[src/rtl/dpe_pkg.sv]
package dpe_pkg;

    typedef enum logic [2:0] {
        ST_IDLE,
        ST_WARM,
        ST_RUN,
        ST_DRAIN,
        ST_PRESENT,
        ST_FLUSH
    } dpe_state_e;

    // cycles spent flushing the pipeline before operands are requested
    localparam int unsigned WARM_CYC = 4;
    // pair-in to accumulator-out latency of the multiply-accumulate pipe
    localparam int unsigned MAC_LAT  = 4;

endpackage

[src/rtl/dpe_mac.sv]
module dpe_mac #(
    parameter int OP_W  = 16,
    parameter int ACC_W = 36
) (
    input  logic                    clk,
    input  logic                    rst,
    input  logic                    en,
    input  logic                    clr,
    input  logic                    in_vld,
    input  logic signed [OP_W-1:0]  a,
    input  logic signed [OP_W-1:0]  b,
    output logic signed [ACC_W-1:0] acc_o
);
    localparam int PROD_W = 2 * OP_W;

    typedef struct packed {
        logic                     v1;
        logic signed [OP_W-1:0]   a1;
        logic signed [OP_W-1:0]   b1;
        logic                     v2;
        logic signed [PROD_W-1:0] p2;
        logic                     v3;
        logic signed [PROD_W-1:0] p3;
        logic signed [ACC_W-1:0]  acc;
    } mac_regs_t;

    mac_regs_t q, d;

    always_comb begin
        d = q;
        if (clr) begin
            d = '0;
        end else if (en) begin
            d.v1 = in_vld;
            d.a1 = a;
            d.b1 = b;
            d.v2 = q.v1;
            d.p2 = q.a1 * q.b1;
            d.v3 = q.v2;
            d.p3 = q.p2;
            if (q.v3) begin
                d.acc = q.acc + ACC_W'(q.p3);
            end
        end
    end

    always_ff @(posedge clk) begin
        if (rst) begin
            q <= '0;
        end else begin
            q <= d;
        end
    end

    assign acc_o = q.acc;

    // a clear leaves an empty accumulator on the next cycle
    a_r7_clear_empties: assert property (@(posedge clk) disable iff (rst)
        clr |=> (acc_o == '0));

    // adding a term of the same sign never flips the accumulator sign
    a_r8_no_overflow: assert property (@(posedge clk) disable iff (rst)
        (q.v3 && en && !clr && (q.acc[ACC_W-1] == q.p3[PROD_W-1]))
        |=> (acc_o[ACC_W-1] == $past(q.acc[ACC_W-1])));

endmodule

[src/rtl/dpe_seq.sv]
module dpe_seq
    import dpe_pkg::*;
#(
    parameter int VEC_LEN = 16,
    parameter int ACC_W   = 36
) (
    input  logic                    clk,
    input  logic                    rst,
    input  logic                    start,
    input  logic                    pair_vld,
    input  logic signed [ACC_W-1:0] acc_i,
    input  logic                    sum_ack,
    output logic                    take_o,
    output logic                    mac_en,
    output logic                    mac_clr,
    output logic                    mac_in_vld,
    output logic signed [ACC_W-1:0] sum_o,
    output logic                    sum_vld_o
);
    localparam int WAIT_MAX = (WARM_CYC > MAC_LAT) ? WARM_CYC : MAC_LAT;
    localparam int TICK_W   = (WAIT_MAX > 1) ? $clog2(WAIT_MAX) : 1;
    localparam int CNT_W    = (VEC_LEN > 2) ? $clog2(VEC_LEN) : 1;
    localparam logic [TICK_W-1:0] WARM_LAST  = TICK_W'(WARM_CYC - 1);
    localparam logic [TICK_W-1:0] DRAIN_LAST = TICK_W'(MAC_LAT - 1);
    localparam logic [CNT_W-1:0]  CNT_LAST   = CNT_W'(VEC_LEN - 1);

    typedef struct packed {
        dpe_state_e        state;
        logic [TICK_W-1:0] tick;
        logic [CNT_W-1:0]  cnt;
    } seq_regs_t;

    seq_regs_t q, d;

    always_comb begin
        d = q;
        unique case (q.state)
            ST_IDLE: begin
                if (start) begin
                    d.state = ST_WARM;
                    d.tick  = '0;
                end
            end
            ST_WARM: begin
                if (q.tick == WARM_LAST) begin
                    d.state = ST_RUN;
                    d.cnt   = '0;
                end else begin
                    d.tick = q.tick + 1'b1;
                end
            end
            ST_RUN: begin
                if (pair_vld) begin
                    if (q.cnt == CNT_LAST) begin
                        d.state = ST_DRAIN;
                        d.tick  = '0;
                    end else begin
                        d.cnt = q.cnt + 1'b1;
                    end
                end
            end
            ST_DRAIN: begin
                if (q.tick == DRAIN_LAST) begin
                    d.state = ST_PRESENT;
                end else begin
                    d.tick = q.tick + 1'b1;
                end
            end
            ST_PRESENT: begin
                if (sum_ack) begin
                    d.state = ST_FLUSH;
                end
            end
            ST_FLUSH: begin
                d.state = ST_RUN;
                d.cnt   = '0;
            end
            default: d.state = ST_IDLE;
        endcase
    end

    always_ff @(posedge clk) begin
        if (rst) begin
            q <= '{state: ST_IDLE, tick: '0, cnt: '0};
        end else begin
            q <= d;
        end
    end

    always_comb begin
        take_o     = (q.state == ST_RUN) && (q.cnt < CNT_LAST);
        mac_en     = (q.state == ST_WARM) || (q.state == ST_RUN) || (q.state == ST_DRAIN);
        mac_clr    = (q.state == ST_IDLE) || (q.state == ST_FLUSH);
        mac_in_vld = (q.state == ST_RUN) && pair_vld;
        sum_vld_o  = (q.state == ST_PRESENT);
        sum_o      = (q.state == ST_PRESENT) ? acc_i : '0;
    end

    // idle drives no handshake
    a_r1_idle_quiet: assert property (@(posedge clk) disable iff (rst)
        (q.state == ST_IDLE) |-> (!take_o && !sum_vld_o));

    // the cycle after a start is a warm-up cycle with no request
    a_r2_warm_no_take: assert property (@(posedge clk) disable iff (rst)
        ((q.state == ST_IDLE) && start) |=> !take_o);

    // a result only appears straight out of the drain period
    a_r5_after_drain: assert property (@(posedge clk) disable iff (rst)
        $rose(sum_vld_o) |-> ($past(q.state) == ST_DRAIN));

    // unacknowledged result is held steady
    a_r6_hold_result: assert property (@(posedge clk) disable iff (rst)
        (sum_vld_o && !sum_ack) |=> (sum_vld_o && $stable(sum_o)));

    // an acknowledge leads into a quiet clear cycle
    a_r7_clear_cycle: assert property (@(posedge clk) disable iff (rst)
        (sum_vld_o && sum_ack) |=> (!sum_vld_o && !take_o && mac_clr));

endmodule

[src/rtl/dpe_unit.sv]
module dpe_unit #(
    parameter  int OP_W    = 16,
    parameter  int VEC_LEN = 16,
    localparam int ACC_W   = 2 * OP_W + $clog2(VEC_LEN + 1)
) (
    input  logic                    clk,
    input  logic                    rst,
    input  logic                    start_i,
    output logic                    take_o,
    input  logic                    pair_vld_i,
    input  logic signed [OP_W-1:0]  a_i,
    input  logic signed [OP_W-1:0]  b_i,
    output logic signed [ACC_W-1:0] sum_o,
    output logic                    sum_vld_o,
    input  logic                    sum_ack_i
);
    logic                    mac_en;
    logic                    mac_clr;
    logic                    mac_in_vld;
    logic signed [ACC_W-1:0] acc;

    dpe_seq #(
        .VEC_LEN (VEC_LEN),
        .ACC_W   (ACC_W)
    ) u_seq (
        .clk        (clk),
        .rst        (rst),
        .start      (start_i),
        .pair_vld   (pair_vld_i),
        .acc_i      (acc),
        .sum_ack    (sum_ack_i),
        .take_o     (take_o),
        .mac_en     (mac_en),
        .mac_clr    (mac_clr),
        .mac_in_vld (mac_in_vld),
        .sum_o      (sum_o),
        .sum_vld_o  (sum_vld_o)
    );

    dpe_mac #(
        .OP_W  (OP_W),
        .ACC_W (ACC_W)
    ) u_mac (
        .clk    (clk),
        .rst    (rst),
        .en     (mac_en),
        .clr    (mac_clr),
        .in_vld (mac_in_vld),
        .a      (a_i),
        .b      (b_i),
        .acc_o  (acc)
    );

    // the request is never up while a result is being presented
    a_r4_no_take_in_writeback: assert property (@(posedge clk) disable iff (rst)
        sum_vld_o |-> !take_o);

endmodule

[config.mk]
export PLATFORM = sky130hd
export DESIGN_NAME = dpe_unit
export DESIGN_NICKNAME = d
export VERILOG_FILES = /design/src/rtl/dpe_pkg.sv /design/src/rtl/dpe_mac.sv /design/src/rtl/dpe_seq.sv /design/src/rtl/dpe_unit.sv
export SDC_FILE = /design/constraint.sdc
export NUM_CORES = 1
export LEC_CHECK = 0
export BUFFER_PORTS_ARGS = -buffer_cell sky130_fd_sc_hd__buf_2
export CELL_PAD_IN_SITES_DETAIL_PLACEMENT = 1
export CELL_PAD_IN_SITES_GLOBAL_PLACEMENT = 1
export CORE_ASPECT_RATIO = 0.75
export CORE_MARGIN = 5
export CORE_UTILIZATION = 45
export CTS_CLUSTER_SIZE = 30
export DETAILED_ROUTE_END_ITERATION = 12
export GPL_ROUTABILITY_DRIVEN = 0
export PLACE_DENSITY_LB_ADDON = 0.1
export RECOVER_POWER = 100
export SETUP_SLACK_MARGIN = 0.02
export SYNTH_ARGS = -nofsm -noshare
export SYNTH_HDL_FRONTEND = slang
export SYNTH_SLANG_ARGS = --single-unit
[constraint.sdc]
create_clock -name clk -period 7.2 [get_ports clk]
set_clock_uncertainty 0.15 [all_clocks]
set_input_delay 0.72 -clock clk [delete_from_list [all_inputs] [get_ports clk]]
set_output_delay 0.72 -clock clk [all_outputs]
set_load 0.05 [all_outputs]
==> results.md, run 1 <==
- The flow ran to the end, but the final reports show violations.
- The final reports fail on max-capacitance violations, max-slew violations.
- The length in cells of the worst reg-to-reg path is 22.
- The maximum vdd ir drop is 178.6 uV.
- Data on the critical path is required at its endpoint by 7360 ps.
- The number of buffers inserted by post-CTS setup repair is 0.
- Once detailed placement completed, the half-perimeter wirelength came to 37170 um.
- The wire length of the first global-routing pass is 80110 um.
- In this run the worst hold path is classified as reg2reg.
- Counting flops with an async set or reset pin after synthesis yields a share of 0%.
- After floorplanning, the core was sized to cover 37250 um^2.
- The count of buffers added on input and output ports is 75.
- In the post-synthesis netlist, the biggest area contributors are sky130_fd_sc_hd__fa_1, sky130_fd_sc_hd__dfxtp_1, sky130_fd_sc_hd__ha_1.
- The number of fill cells in the layout is 4543.
- Clock tree synthesis selected as its root buffer the cell sky130_fd_sc_hd__clkbuf_16.
- The register bit total from synthesis is 145.
- Across all register-to-register paths, the minimum setup slack is 470 ps.
- The dominant cell type by area after synthesis is sky130_fd_sc_hd__fa_1.
- The total of max-cap violations is 5.
- Using the TritonRoute via totals, the vias-per-cell ratio works out to 5.291.
- The total power after layout is 3.103 mW.
- Dividing the final minimum period by the clock period gives 93.54%.
- When the netlist entered floorplanning its net count stood at 2468.
- The horizontal die dimension is 234.8 um.
- The post-synthesis instance area is 17060 um^2.
- In the global route stage, overall resource usage came out at 23.53%.
- In this run the tightest slew margin relative to its limit is -120.8%.
- The clock drives 145 sinks.
- For the pin with the worst max-slew slack, the measured transition is 3312 ps.
- The register clock-pin slew on the reported worst setup and hold paths is 70 ps.
- The number of max-slew violations in the final report was 235.
- Counting I/O delays and the setup requirement, the final critical path takes 6735 ps.
- The total power per unit cell area is 167.3 nW/um^2.
- Ranked by instance count, the synthesized netlist is headed by sky130_fd_sc_hd__nand2_1, sky130_fd_sc_hd__inv_1, sky130_fd_sc_hd__fa_1.
- For this run, design rule violations remaining after detail routing come to 0.
- The top fanout value on the critical path is 10.
- The origin of the critical flop-to-flop path is u_mac.q[131]$_SDFFE_PP0N_.
- The first detailed-routing pass took 5 iterations.
- In this run the worst setup path begins at u_mac.q[131]$_SDFFE_PP0N_.
- Once placement completed, the tool counted placed cells totaling 2579.
- The total die area is 41950 um^2.
- The final number of setup-violating endpoints is 0.
- Setup repair after global routing left no endpoint under its margin.
- Cells with a size suffix above 1 make up 6.645% of the layout.
- The global-route congestion overflow total is 0.
- In this run, synthesis inferred 0 flip-flops with an integrated enable.
- In this run, post-CTS hold repair placed 0 buffers.
- The number of global-route vias before repair is 15627.
- The TritonCTS clock tree is yes.
- The final-stage net count is 2514.
- The total number of yosys warnings is 0.
- The worst path arrival time is 6900 ps.
- The area added between synthesis and finish is 8.734%.
- The cell count after synthesis came out at 2048.
- The clock passes through at most 2 buffers.
- The maximum frequency from static timing analysis is 148.5 MHz.
- The worst flop-to-flop path endpoint is u_mac.q[100]$_SDFFE_PP0N_.
- The source-to-sink clock delay at the later pin of the worst-skew pair is 450 ps.
- The element type at the critical path end is a flip-flop.
- The worst setup path is launched from a flip-flop.
- The post-synthesis average cell area is 8.331 um^2.
- The iteration-0 DRC count of the detailed router is 740.
- The number of antenna violations at the first check in global routing is 1.
- Detailed routing inserted a total of 13815 vias.
- The top-area cell type share of the netlist area is 30.86%.
- The most frequent cell after synthesis is sky130_fd_sc_hd__nand2_1.
- The category of the most critical setup path is reg2reg.
- The main flop type after synthesis is sky130_fd_sc_hd__dfxtp_1.
- The register area share after synthesis is 17.01%.
- The leakage power total is 8.626 nW.
- CTS built an H-tree with a depth of 4.
- In this run, distinct cell masters in the synthesized netlist total 67.
- The remaining number of nets flagged by the antenna check after routing is 0.
- The boundary pin count is 76.
- TritonCTS created 17 clock buffers.
- The floorplan die height is 178.6 um.
- The post-cts gate resize count is 0.
- After floorplanning, the core was divided into 61 placement rows.
- The number of failing hold endpoints at the final stage was 0.
- The average wire length per cell after detail routing is 18.04 um.
- The pin count of the biggest net entering global routing is 132.
- The number of antenna diodes in the final layout is 0.
- The effective utilization at floorplan is 45.81%.
- The final standard cell count with taps included and fillers excluded is 2611.
- The capture point of the critical path is u_mac.q[100]$_SDFFE_PP0N_.
- The total wire length is 47100 um.
- Setup total negative slack on the finished layout was measured at 0 ps.
[sequential cells by signal, indices dropped and copies added, names as in the netlist]
register / count
u_mac.q: 99
u_mac.acc_o: 37
u_seq.q: 9
[worst min-delay path by stage]
| stage | end | startpoint | slack (ps) | cells past startpoint |
|---|---|---|---|---|
| 4_1_cts | u_mac.q[41]$_SDFFE_PP0N_ | u_mac.q[74]$_SDFFE_PP0N_ | 300 | 2 |
| 3_5_place_dp | u_mac.q[92]$_SDFFE_PP0N_ | u_mac.q[92]$_SDFFE_PP0N_ | 300 | 2 |
| 6_report | u_mac.q[41]$_SDFFE_PP0N_ | u_mac.q[74]$_SDFFE_PP0N_ | 290 | 2 |
| 2_1_floorplan | u_mac.q[102]$_SDFFE_PP0N_ | u_mac.q[135]$_SDFFE_PP0N_ | 280 | 2 |
| 3_3_place_gp | u_mac.q[38]$_SDFFE_PP0N_ | u_mac.q[71]$_SDFFE_PP0N_ | 290 | 2 |
| 5_1_grt | u_mac.q[43]$_SDFFE_PP0N_ | u_mac.q[76]$_SDFFE_PP0N_ | 310 | 2 |
[cell usage in the layout (no fill, tap or decap), types with 5 or more instances in the layout]
cell type	instances
sky130_fd_sc_hd__nand2_1	363
sky130_fd_sc_hd__inv_1	342
sky130_fd_sc_hd__fa_1	263
sky130_fd_sc_hd__a21oi_1	166
sky130_fd_sc_hd__and2_1	128
sky130_fd_sc_hd__dfxtp_1	126
sky130_fd_sc_hd__ha_1	120
sky130_fd_sc_hd__nor2_1	68
sky130_fd_sc_hd__clkbuf_1	50
sky130_fd_sc_hd__and3_1	43
sky130_fd_sc_hd__o21ai_0	43
sky130_fd_sc_hd__xnor2_1	42
sky130_fd_sc_hd__nand3_1	38
sky130_fd_sc_hd__buf_2	36
sky130_fd_sc_hd__buf_4	32
sky130_fd_sc_hd__dfxtp_2	19
sky130_fd_sc_hd__a211oi_1	18
sky130_fd_sc_hd__a21o_1	17
sky130_fd_sc_hd__clkbuf_16	17
sky130_fd_sc_hd__xor2_1	15
sky130_fd_sc_hd__nand2b_1	13
sky130_fd_sc_hd__a31oi_1	12
sky130_fd_sc_hd__nor2b_1	10
sky130_fd_sc_hd__nor3_1	9
sky130_fd_sc_hd__o21bai_1	7
sky130_fd_sc_hd__or3_1	7
sky130_fd_sc_hd__o211ai_1	6
sky130_fd_sc_hd__o21a_1	5
sky130_fd_sc_hd__or2_2	5
sky130_fd_sc_hd__inv_6	5
[logic make-up after synthesis]
| family | Yosys count | share of synthesized area [%] |
|---|---|---|
| compound gates | 316 | 11.07 |
| simple gates | 709 | 19.50 |
| buf+inv | 434 | 9.592 |
| mux | 4 | 0.2420 |
| flops | 145 | 17.01 |
| fa+ha+maj | 383 | 39.66 |
| xor+xnor | 57 | 2.926 |
[layout make-up]
cell class	count	area [um^2]	share of cell area (%)
flip-flops and latches	145	2927	15.78
inverters	342	1284	6.920
multi-input cells	1469	12530	67.55
clock buffers	18	429.2	2.313
clock inverters	14	120.1	0.6475
well taps	504	630.6	3.399
repair buffers	119	629.4	3.392
[through the flow]
step | hold slack (ps) | cell area (um^2) | setup WS (ps) | util (%)
floorplan | 281.5 | 17060 | 961.2 | -
global placement | 293.1 | 18070 | 407.9 | 48.52
detailed placement | 299.3 | 18070 | 164.8 | 48.52
CTS | 302.0 | 18620 | 94.56 | 50.00
global route | 313.4 | 18550 | 18.70 | 49.81
finish | 293.6 | 18550 | 465.1 | 49.81
[per-layer routing]
layer  global-route usage, %  vias up  wire length, um
met3                   3.478       56             1455
met1                   30.31     7056            21140
met5                       0        -                7
met4                   5.423        2              822
li1                        -     6520                -
met2                   42.30      181            23670
[worst max-delay path, cell delays in order, from the launching register on]
cell and delay, ps:
sky130_fd_sc_hd__dfxtp_1 610, sky130_fd_sc_hd__and2_1 220, sky130_fd_sc_hd__fa_1 410, sky130_fd_sc_hd__inv_1 80, sky130_fd_sc_hd__fa_1 440, sky130_fd_sc_hd__fa_1 530, sky130_fd_sc_hd__inv_1 60, sky130_fd_sc_hd__fa_1 490
sky130_fd_sc_hd__fa_1 510, sky130_fd_sc_hd__inv_1 60, sky130_fd_sc_hd__fa_1 490, sky130_fd_sc_hd__inv_1 40, sky130_fd_sc_hd__ha_1 330, sky130_fd_sc_hd__a21oi_1 290, sky130_fd_sc_hd__o21ai_0 210, sky130_fd_sc_hd__nand3_1 130
sky130_fd_sc_hd__nand2_1 70, sky130_fd_sc_hd__a2111oi_0 650, sky130_fd_sc_hd__o31a_1 230, sky130_fd_sc_hd__o21ai_1 120, sky130_fd_sc_hd__a31oi_1 210, sky130_fd_sc_hd__xor2_1 150, sky130_fd_sc_hd__o21ai_0 90
[power breakdown]
| part | internal (mW) | total, mW | switching (mW) |
|---|---|---|---|
| registers | 0.858 | 1.02 | 0.162 |
| logic | 0.363 | 1.22 | 0.853 |
| clock network | 0.451 | 0.867 | 0.416 |
Power figures use the tool's default switching activity.
==> run 2, diff against run 1 <==
CORE_UTILIZATION = 49   (was 45)
==> run 2 against run 1 <==
Compared with the run above: the flow still finishes with violations (max-capacitance violations, max-slew violations); via count rose by 0.17%; count of clock-buffer cells in the layout is 3 higher; critical path depth unchanged; total power increased by 1.6%; sequential power about the same; register-to-register slack got worse by 190 ps; hold slack improved by 7.5 ps; global-route usage is 2.2 points higher; clock power grew 6.5%.
==> results.md, run 2 (synthesis gave the netlist of run 1 again) <==
- The average wire length per cell after detail routing is 18.64 um (+3.3%).
- The total power per unit cell area is 170.5 nW/um^2 (+1.9%).
- The power share of the sequential group came to 32.5% (-0.4 points).
- The effective utilization at floorplan was 49.38% (+3.6 points).
- The max-slew headroom at the worst pin was -97.27% (+24 points).
- The final-layout setup total negative slack is 0 ps (unchanged).
- The via count normalized by instance count is 5.414 (+2.3%).
- TritonCTS built the clock tree.
- The detailed placer's ending HPWL is 37000 um (-0.45%).
- The global-route congestion overflow total is 0 (unchanged).
- The final design utilization was 53.49% (+3.7 points).
- The number of fill cells in the layout came to 4193 (-7.7%).
- The flip-flop count of the largest register, all copies and words added is 99 (unchanged).
- The wire length of the first global-routing pass is 79430 um (-0.85%).
- The post-route minimum period is 6922 ps (+186.7 ps).
- The number of max-slew violations in the final report is 182 (-23%).
- The most critical setup path has its endpoint at u_mac.q[101]$_SDFFE_PP0N_.
- The clock share of power came to 29.3% (+1.4 points).
- The path class of the lowest-slack min-delay path is reg2reg.
- The top cell types in the final layout, fill and taps aside, are sky130_fd_sc_hd__nand2_1, sky130_fd_sc_hd__inv_1, sky130_fd_sc_hd__fa_1, sky130_fd_sc_hd__a21oi_1, sky130_fd_sc_hd__dfxtp_1.
- The worst path arrival time is 7080 ps (+180 ps).
- The count of hold buffers inserted by post-cts repair came to 0 (unchanged).
- The top fanout value on the critical path is 10 (unchanged).
- The total net switching power is 1.408 mW (-1.6%).
- The combinational power share was 38.2% (-1.0 points).
- The final reports fail on max-capacitance violations, max-slew violations.
- The number of port buffers is 75 (unchanged).
- The register clock-pin slew on the reported worst setup and hold paths is 70 ps (about the same).
- The worst flop-to-flop path endpoint is u_mac.q[101]$_SDFFE_PP0N_.
- The iteration-0 DRC count of the detailed router is 672 (-9.2%).
- The final-layout worst hold slack is 301.1 ps (+7.547 ps).
- The horizontal die dimension is 225.5 um (-4.0%).
- The final number of setup-violating endpoints is 0 (unchanged).
- The total via count after detailed routing was 13838 (+0.17%).
- The launch point of the critical path is u_mac.q[129]$_SDFFE_PP0N_.
- The maximum clock path buffer count is 2 (unchanged).
- The critical path in this run is classified as reg2reg.
- The number of cell rows is 59 (-3.3%).
- The worst setup path is launched from a flip-flop.
- The tree is rooted in a sky130_fd_sc_hd__clkbuf_16.
- The most flop-heavy register is u_mac.q.
- The most common cell after layout, fill and taps aside is sky130_fd_sc_hd__nand2_1.
- The total of max-cap violations is 5 (unchanged).
- The number of global-route vias before repair is 15526 (-0.65%).
- The all-layer global routing usage is 25.70% (+2.2 points).
- The number of antenna violations at the first check in global routing is 0 (-1).
- The pin count of the biggest net entering global routing came to 102 (-23%).
- The worst setup slack before clock tree synthesis was 78.48 ps (-86.28 ps).
- The element type at the critical path end is a flip-flop.
- The source-to-sink clock delay at the later pin of the worst-skew pair is 440 ps (about the same).
- The number of failing hold endpoints at the final stage is 0 (unchanged).
- The total die area is 38690 um^2 (-7.8%).
- The first-pass iteration count of the detailed router is 5 (unchanged).
- The final-stage net count is 2506 (-0.32%).
- The setup slack of the worst register-to-register path was 280 ps (-190 ps).
- The origin of the critical flop-to-flop path is u_mac.q[129]$_SDFFE_PP0N_.
- The number of antenna diodes was 0 (unchanged).
- The data required time of the worst path is 7360 ps (about the same).
- The cell internal power dissipation is 1.744 mW (+4.3%).
- Setup repair after global routing left no endpoint under its margin.
- The number of CTS-inserted buffers is 17 (unchanged).
- The maximum vdd ir drop is 238.4 uV (+33%).
- The number of buffers inserted by post-CTS setup repair is 0 (unchanged).
- The number of DRC violations after detailed routing came to 0 (unchanged).
- The leakage power total is 8.610 nW (-0.19%).
- The share of cells above drive strength 1 was 6.146% (-0.50 points).
- The final worst-path setup slack is 278.4 ps (-186.7 ps).
- The total wire length is 47640 um (+1.2%).
- The share of the clock period used by the worst path after layout is 96.13% (+2.6 points).
- The switching share of power is 44.67% (-1.4 points).
- The total number of H-tree levels is 4 (unchanged).
- The floorplan die height is 171.6 um (-3.9%).
- The length in cells of the worst reg-to-reg path came to 22 (unchanged).
- The area of the core region came to 34550 um^2 (-7.2%).
- The run finished, with violations left.
- The CTS sink count is 145 (unchanged).
- The maximum frequency from static timing analysis came to 144.5 MHz (-2.7%).
- The boundary pin count is 76 (unchanged).
- The transition time of the tightest slew-check pin is 2959 ps (-352.9 ps).
- The remaining number of nets flagged by the antenna check after routing is 0 (unchanged).
- From synthesis to final layout, the design area changed by 8.316%.
-- run 2: changes by cell type in the layout (fill, tap and decap cells not counted), sizes merged --
cell | before | now
clkinv | 4 | 3
buf | 69 | 65
bufinv | 0 | 2
clkbuf | 68 | 67
clkinvlp | 3 | 4
inv | 349 | 344
-- run 2: cell type report --
type / instances / area [um^2] / area share, %
clock buffer: 21 / 460.4 / 2.492
clock inverter: 11 / 130.1 / 0.7041
inverter: 342 / 1284 / 6.947
multi-input combinational: 1469 / 12530 / 67.83
sequential: 145 / 2918 / 15.79
tap: 457 / 571.8 / 3.094
timing repair buffer: 111 / 581.8 / 3.148
-- run 2: worst min-delay path by stage --
stage	startpoint	endpoint	slack, ps	cells past startpoint
4_1_cts	u_mac.q[98]$_SDFFE_PP0N_	u_mac.q[65]$_SDFFE_PP0N_	300	2
6_report	u_mac.q[70]$_SDFFE_PP0N_	u_mac.q[37]$_SDFFE_PP0N_	300	2
5_1_grt	u_mac.q[70]$_SDFFE_PP0N_	u_mac.q[70]$_SDFFE_PP0N_	320	2
3_5_place_dp	u_mac.q[85]$_SDFFE_PP0N_	u_mac.q[85]$_SDFFE_PP0N_	300	2
2_1_floorplan	u_mac.q[135]$_SDFFE_PP0N_	u_mac.q[102]$_SDFFE_PP0N_	280	2
3_3_place_gp	u_mac.q[93]$_SDFFE_PP0N_	u_mac.q[93]$_SDFFE_PP0N_	290	2
-- run 2: worst max-delay path, cell delays in order (launching register included) --
cell	delay, ps
sky130_fd_sc_hd__dfxtp_1	680
sky130_fd_sc_hd__buf_4	280
sky130_fd_sc_hd__nand2_1	90
sky130_fd_sc_hd__fa_1	540
sky130_fd_sc_hd__inv_1	60
sky130_fd_sc_hd__fa_1	490
sky130_fd_sc_hd__fa_1	590
sky130_fd_sc_hd__fa_1	450
sky130_fd_sc_hd__fa_1	490
sky130_fd_sc_hd__inv_1	50
sky130_fd_sc_hd__fa_1	480
sky130_fd_sc_hd__inv_1	50
sky130_fd_sc_hd__ha_1	370
sky130_fd_sc_hd__nand3_1	100
sky130_fd_sc_hd__nor2_1	240
sky130_fd_sc_hd__inv_1	80
sky130_fd_sc_hd__o311ai_1	500
sky130_fd_sc_hd__a41oi_1	270
sky130_fd_sc_hd__nor2_1	260
sky130_fd_sc_hd__o41ai_2	150
sky130_fd_sc_hd__o21ai_1	180
sky130_fd_sc_hd__xnor2_1	140
sky130_fd_sc_hd__o21ai_0	90
-- run 2: power groups by stage --
stage                     clock (mW)  combinational [mW]  sequential, mW
after floorplan                    0               0.898           0.915
after global placement             0                1.17            1.03
after detailed placement           0                1.22            1.03
after CTS                      0.944                1.23            1.02
after global routing           0.975                1.36            1.04
final                          0.923                1.20            1.03
-- run 2: routing by layer --
layer	track usage, %	routed length (um)
met1	32.71	20540
met2	46.50	24580
met3	3.481	1614
met4	6.549	906
met5	0	0
-- run 2: stage by stage --
stage          power, mW  instance area (um^2)  instances
6_report           3.151                 18480       2556
5_1_grt            3.368                 18480       2556
4_1_cts            3.189                 18550       2556
3_5_place_dp       2.252                 17950       2524
3_3_place_gp       2.200                 17950       2524
2_1_floorplan      1.813                 17060       2048
-- run 2: timing repair --
action                     in CTS  in global routing
hold endpoints to repair        0                  0
setup endpoints to repair       1                  5
resized for setup               1                 12
